--- src/rtl/utx_pkg.sv ---
package utx_pkg;
  localparam int TICKS_PER_BIT = 16;
  localparam int DATA_MAX      = 8;
  localparam int FRAME_W       = DATA_MAX + 2;
  localparam int NB_W          = 4;
  localparam int LEN_W         = 2;
  localparam int PAR_W         = 3;
  localparam int STOP_W        = 5;
  localparam int LIM_W         = 6;
  localparam int STOP_EXT_MAX  = TICKS_PER_BIT;

  typedef enum logic [PAR_W-1:0] {
    SLOT_NONE = 3'd0,
    SLOT_EVEN = 3'd1,
    SLOT_ODD  = 3'd2,
    SLOT_ZERO = 3'd3,
    SLOT_ONE  = 3'd4,
    SLOT_ADDR = 3'd5
  } slot_e;

  typedef enum logic [1:0] {
    ST_IDLE = 2'd0,
    ST_SEND = 2'd1,
    ST_STOP = 2'd2,
    ST_BRK  = 2'd3
  } st_e;

  function automatic logic [NB_W-1:0] data_count(input logic [LEN_W-1:0] code);
    return NB_W'(DATA_MAX - 3) + NB_W'(code);
  endfunction

  function automatic logic slot_used(input logic [PAR_W-1:0] mode);
    return (mode >= 3'd1) && (mode <= 3'd5);
  endfunction

  function automatic logic slot_value(input logic [PAR_W-1:0] mode,
                                      input logic [DATA_MAX-1:0] sent,
                                      input logic addr);
    case (mode)
      3'd1:    return ^sent;
      3'd2:    return ~^sent;
      3'd4:    return 1'b1;
      3'd5:    return addr;
      default: return 1'b0;
    endcase
  endfunction

  function automatic logic [LIM_W-1:0] stop_ticks(input logic [STOP_W-1:0] ext);
    if (ext > STOP_W'(STOP_EXT_MAX)) return LIM_W'(2 * TICKS_PER_BIT);
    return LIM_W'(TICKS_PER_BIT) + LIM_W'(ext);
  endfunction
endpackage

--- src/rtl/utx_framer.sv ---
module utx_framer
  import utx_pkg::*;
(
  input  logic [DATA_MAX-1:0] data,
  input  logic                addr,
  input  logic [LEN_W-1:0]    len_code,
  input  logic [PAR_W-1:0]    par_mode,
  input  logic [STOP_W-1:0]   stop_ext,
  output logic [FRAME_W-1:0]  frame,
  output logic [NB_W-1:0]     nbits,
  output logic [LIM_W-1:0]    stop_lim
);
  logic [NB_W-1:0]     ndata;
  logic [DATA_MAX-1:0] kept;
  logic                slot;

  assign ndata    = data_count(len_code);
  assign stop_lim = stop_ticks(stop_ext);

  always_comb begin
    kept = '0;
    for (int i = 0; i < DATA_MAX; i++)
      if (i < int'(ndata)) kept[i] = data[i];
  end

  assign slot = slot_value(par_mode, kept, addr);

  always_comb begin
    frame    = '1;
    frame[0] = 1'b0;
    for (int i = 0; i < DATA_MAX; i++)
      if (i < int'(ndata)) frame[i+1] = kept[i];
    if (slot_used(par_mode)) frame[ndata + NB_W'(1)] = slot;
  end

  assign nbits = NB_W'(1) + ndata + NB_W'(slot_used(par_mode));
endmodule

--- src/rtl/utx_bitclock.sv ---
module utx_bitclock #(
  parameter int CW = 6
) (
  input  logic          clk,
  input  logic          rst_n,
  input  logic          tick,
  input  logic          clr,
  input  logic [CW-1:0] limit,
  output logic          bit_done
);
  logic [CW-1:0] cnt;

  assign bit_done = tick && !clr && (cnt == limit - CW'(1));

  always_ff @(posedge clk or negedge rst_n) begin
    if (!rst_n)                cnt <= '0;
    else if (clr || bit_done)  cnt <= '0;
    else if (tick)             cnt <= cnt + CW'(1);
  end
endmodule

--- src/rtl/utx_seq.sv ---
module utx_seq
  import utx_pkg::*;
(
  input  logic               clk,
  input  logic               rst_n,
  input  logic               in_valid,
  input  logic               cts,
  input  logic               brk_req,
  input  logic [FRAME_W-1:0] frame,
  input  logic [NB_W-1:0]    nbits,
  input  logic [LIM_W-1:0]   stop_lim,
  input  logic               bit_done,
  output logic               txd,
  output logic               in_ready,
  output logic               tx_empty,
  output logic               accept,
  output logic               brk_on,
  output logic               clk_clr,
  output logic [LIM_W-1:0]   clk_limit
);
  st_e                state;
  logic [FRAME_W-1:0] sh;
  logic [NB_W-1:0]    left;
  logic [LIM_W-1:0]   stop_q;

  assign in_ready  = (state == ST_IDLE) && cts && !brk_req;
  assign accept    = in_ready && in_valid;
  assign brk_on    = (state == ST_BRK);
  assign tx_empty  = (state == ST_IDLE) && !in_valid;
  assign clk_clr   = (state == ST_IDLE) || (state == ST_BRK);
  assign clk_limit = (state == ST_STOP) ? stop_q : LIM_W'(TICKS_PER_BIT);

  always_comb begin
    case (state)
      ST_SEND: txd = sh[0];
      ST_BRK:  txd = 1'b0;
      default: txd = 1'b1;
    endcase
  end

  always_ff @(posedge clk or negedge rst_n) begin
    if (!rst_n) begin
      state  <= ST_IDLE;
      sh     <= '1;
      left   <= '0;
      stop_q <= LIM_W'(TICKS_PER_BIT);
    end else begin
      case (state)
        ST_IDLE: begin
          if (brk_req) begin
            state <= ST_BRK;
          end else if (accept) begin
            state  <= ST_SEND;
            sh     <= frame;
            left   <= nbits;
            stop_q <= stop_lim;
          end
        end
        ST_SEND: begin
          if (bit_done) begin
            if (left == NB_W'(1)) state <= ST_STOP;
            sh   <= {1'b1, sh[FRAME_W-1:1]};
            left <= left - NB_W'(1);
          end
        end
        ST_STOP: if (bit_done) state <= ST_IDLE;
        default: if (!brk_req) state <= ST_IDLE;
      endcase
    end
  end
endmodule

--- src/rtl/utx_core.sv ---
module utx_core
  import utx_pkg::*;
(
  input  logic                clk,
  input  logic                rst_n,
  input  logic                tick16,
  input  logic [LEN_W-1:0]    cfg_len,
  input  logic [PAR_W-1:0]    cfg_par,
  input  logic [STOP_W-1:0]   cfg_stop,
  input  logic                cts,
  input  logic                brk_req,
  input  logic                in_valid,
  input  logic [DATA_MAX-1:0] in_data,
  input  logic                in_addr,
  output logic                in_ready,
  output logic                txd,
  output logic                tx_empty
);
  logic [FRAME_W-1:0] frame;
  logic [NB_W-1:0]    nbits;
  logic [LIM_W-1:0]   stop_lim;
  logic [LIM_W-1:0]   clk_limit;
  logic               bit_done;
  logic               clk_clr;
  logic               accept;
  logic               brk_on;

  utx_framer u_framer (
    .data     (in_data),
    .addr     (in_addr),
    .len_code (cfg_len),
    .par_mode (cfg_par),
    .stop_ext (cfg_stop),
    .frame    (frame),
    .nbits    (nbits),
    .stop_lim (stop_lim)
  );

  utx_bitclock #(.CW(LIM_W)) u_bitclk (
    .clk      (clk),
    .rst_n    (rst_n),
    .tick     (tick16),
    .clr      (clk_clr),
    .limit    (clk_limit),
    .bit_done (bit_done)
  );

  utx_seq u_seq (
    .clk       (clk),
    .rst_n     (rst_n),
    .in_valid  (in_valid),
    .cts       (cts),
    .brk_req   (brk_req),
    .frame     (frame),
    .nbits     (nbits),
    .stop_lim  (stop_lim),
    .bit_done  (bit_done),
    .txd       (txd),
    .in_ready  (in_ready),
    .tx_empty  (tx_empty),
    .accept    (accept),
    .brk_on    (brk_on),
    .clk_clr   (clk_clr),
    .clk_limit (clk_limit)
  );
endmodule

--- config.mk ---
export PLATFORM = sky130hd
export DESIGN_NAME = utx_core
export DESIGN_NICKNAME = d
export VERILOG_FILES = /design/src/rtl/utx_pkg.sv /design/src/rtl/utx_framer.sv /design/src/rtl/utx_bitclock.sv /design/src/rtl/utx_seq.sv /design/src/rtl/utx_core.sv
export SDC_FILE = /design/constraint.sdc
export NUM_CORES = 1
export LEC_CHECK = 0
export ABC_AREA = 1
export BUFFER_PORTS_ARGS = -buffer_cell sky130_fd_sc_hd__buf_2
export CAP_MARGIN = 5
export CORE_ASPECT_RATIO = 0.75
export CORE_MARGIN = 10
export CORE_UTILIZATION = 35
export CTS_BUF_LIST = sky130_fd_sc_hd__clkbuf_8
export DETAILED_ROUTE_END_ITERATION = 12
export RECOVER_POWER = 100
export SETUP_SLACK_MARGIN = 0.3
export SYNTH_ARGS = -nofsm -noshare
export SYNTH_HDL_FRONTEND = slang
export SYNTH_SLANG_ARGS = --single-unit
--- constraint.sdc ---
create_clock -name clk -period 2.3 [get_ports clk]
set_input_delay 0.23 -clock clk [delete_from_list [all_inputs] [get_ports clk]]
set_output_delay 0.23 -clock clk [all_outputs]
set_load 0.02 [all_outputs]
==> run summary <==
Reg2Reg Setup Slack: 260 ps
Setup Viol. Count Final: 0
Xor and xnor area share after synthesis: 0.0263
Worst skew pair latency: 270 ps
Async SR Flop Fraction: 1.00
Ys flop type: dfrtp_1
Slew Limit Fails: 0
EDFF count, synth: 0
# IOs: 28
Worst-path maximum fanout: 13
Initial antenna violation count: 0
Final ANT Viol Nets: 0
YS warnings: 0
Sink Count: 28
Starting Density: 0.366
Die height: 90.7 um
Area leader, netlist: nand2_1
CTS max path bufs: 2
ANT cells: 0
CTS root buffer: clkbuf_8
IO buf count: 27
Most common cell after layout, fill and taps aside: nand2_1
Placement Rows: 25
Syn_nets: 402
Fin crit share: 0.889
Post-synthesis sequential area ratio: 0.306
Largest net degree at the start of global routing: 29
Drt total wl: 5620 um
Vias in the first global route: 1938
First-pass GRT wire length: 8930 um
Post-synthesis adder-cell area fraction: 0.0912
Initial DRC Count: 115
Synth Area in Compound Gates: 0.0810
Worst-Margin Slew: 646 ps
CP startpoint kind: flop
Setup TNS: 0 ps
Clock slew seen by the registers of the worst setup and hold paths: 100 ps
Overall Global Routing Usage: 0.100
Final instance area: 2760 um^2
Required @ worst endpoint: 2470 ps
Final Util: 0.432
Sequence of cells on the critical path: inv_1 -> ha_1 -> nand2_1 -> inv_1 -> nand4_1 -> nor2_1 -> nand3_4 -> nand2_4 -> nand2_4 -> nand2_1 -> o21ai_1
Via density per instance: 4.71
WL per Instance: 11.8 um
CTS tree: yes
Synth cell types: 31
Final Critical Period: 2040 ps
Worst EP arrival: 2210 ps
Post-DP HPWL: 4110 um
Outcome: finished, final reports clean
Mapped Area: 2330 um^2
Placed instance area: 2550 um^2
H-tree levels: 1
Largest family of logic cells by synthesized area: simple AND/OR/NAND/NOR gates
Most frequent cells in the layout: nand2_1, inv_1, nor2_1
Vias: 2243
Syn avg cell area: 6.48 um^2
Post-Synth Simple-Gate Area: 0.387
CP peak stage delay: 460 ps
Die extent in x: 114 um
Synth top area share: 0.199
#FFs+latches synth: 28
Final Wtd Congestion: 0.816
Worst VDD drop: 467 uV
Grt total ovfl: 0
Die area: 10400 um^2
Min-delay worst type: primary input to flop
Headroom to the max-slew limit: 0.570
CP Capture Type: flop
Syn-to-layout area delta: 18.2%
Mux share of post-synthesis cell area: 0
Power density cells: 1020 nW/um^2
Max-cap viol count: 0
Share of post-route cells with drive strength above 1: 0.180
CP max-delay cell: dfrtp_1
P_leak: 1.48 nW
Synth area leaders: nand2_1, dfrtp_1, dfstp_2
Core Region: 6380 um^2
Drc violations: 0
Fin cells: 476
Achievable Freq: 489 MHz
Synth Instances: 360
Clock Skew: 8.01 ps
RSZ-0062 raised after global routing: true
WS Path Type: flop to flop
Final hold viol count: 0
DRT Pass-1 Iters: 4
CTS buffer count: 3
Fin nets: 438
Cells after DPL: 465
[logic make-up (layout without fill, tap and decap cells)]
| logic type | count (synthesis) | count (layout) |
|---|---|---|
| buffers and inverters | 62 | 95 |
| XOR/XNOR | 7 | 7 |
| AO/OA/AOI/OAI | 36 | 36 |
| AND/OR/NAND/NOR | 210 | 212 |
| flip-flops | 28 | 28 |
| adder cells (fa/ha/maj) | 17 | 17 |
[final cells by class]
cell class | instances | area, um^2
clock buffer | 3 | 41.3
clock inverter | 1 | 3.75
tap | 81 | 101
inverter | 56 | 213
timing repair buffer | 35 | 206
fill | 663 | 3620
sequential | 28 | 714
multi-input combinational | 272 | 1480
[sequential cells by signal, indices dropped and copies added, names as in the netlist]
signal,count
u_seq.stop_q,6
u_bitclk.cnt,6
u_seq.left,4
u_seq.sh,10
u_seq.state,2
[cell usage after synthesis, types with 2 or more instances]
cell / n
nand3_2: 2
nand4_1: 4
inv_1: 54
buf_6: 2
clkbuf_1: 2
nand2_4: 3
xor2_1: 6
dfstp_2: 11
nand2_1: 124
nor3_1: 7
dfrtp_1: 17
a21oi_1: 6
nand3_1: 30
nand2_2: 2
ha_1: 17
nor2_1: 31
o21ai_1: 5
nor2_2: 4
o21ai_0: 21
[layer usage]
metal  routed length, um  GRT usage
met2                2430      0.152
met4                  37     0.0156
met1                2940      0.142
met3                 214     0.0219
met5                   0          0
[repair_timing]
action / in CTS / in global routing
gates resized for setup: 4 / 25
cloned: 0 / 2
setup endpoints to repair: 21 / 20
hold buffers: 1 / 0
setup buffers: 0 / 4
pin swaps: 0 / 2
hold endpoints to repair: 17 / 0
[where the power goes]
group          internal [mW]  switching (mW)  leakage [nW]
Sequential             0.769           0.161         0.337
Clock                  0.120           0.150        0.0269
Combinational          0.595            1.01          1.12
[final timing paths]
| check | start | to | depth (start not counted) |
|---|---|---|---|
| min in group asynchronous | rst_n | u_bitclk.cnt[0]$_DFFE_PN0P_ | 2 |
| max in group asynchronous | rst_n | u_bitclk.cnt[4]$_DFFE_PN0P_ | 2 |
| worst max-delay path | u_seq.state[1]$_DFFE_PN0P_ | u_seq.left[0]$_DFFE_PN0P_ | 11 |
| worst min register to register | u_seq.sh[6]$_DFFE_PN1P_ | u_seq.sh[6]$_DFFE_PN1P_ | 2 |
| worst max register to register | u_seq.state[1]$_DFFE_PN0P_ | u_seq.left[0]$_DFFE_PN0P_ | 11 |
| worst min-delay path | cfg_stop[4] | u_seq.stop_q[4]$_DFFE_PN1P_ | 2 |
[critical path, delay by kind of cell, from the launching register on]
kind                       cells  cell delay [ps]
AOI/OAI and AO/OA              1               60
buffers and inverters          2              180
DFF                            1              460
adders and majority gates      1              370
and+or+nand+nor                7              860
[per-stage QoR]
stage | power [mW] | hold WS, ps | setup WS (ps)
2_1_floorplan | 1.99 | -65.6 | 387
3_3_place_gp | 2.27 | 291 | 56.5
3_5_place_dp | 2.28 | 296 | 4.94
4_1_cts | 2.61 | 142 | 303
5_1_grt | 3.11 | 141 | 125
6_report | 2.80 | 147 | 256
Note: power is estimated with default switching activity, not from simulation.
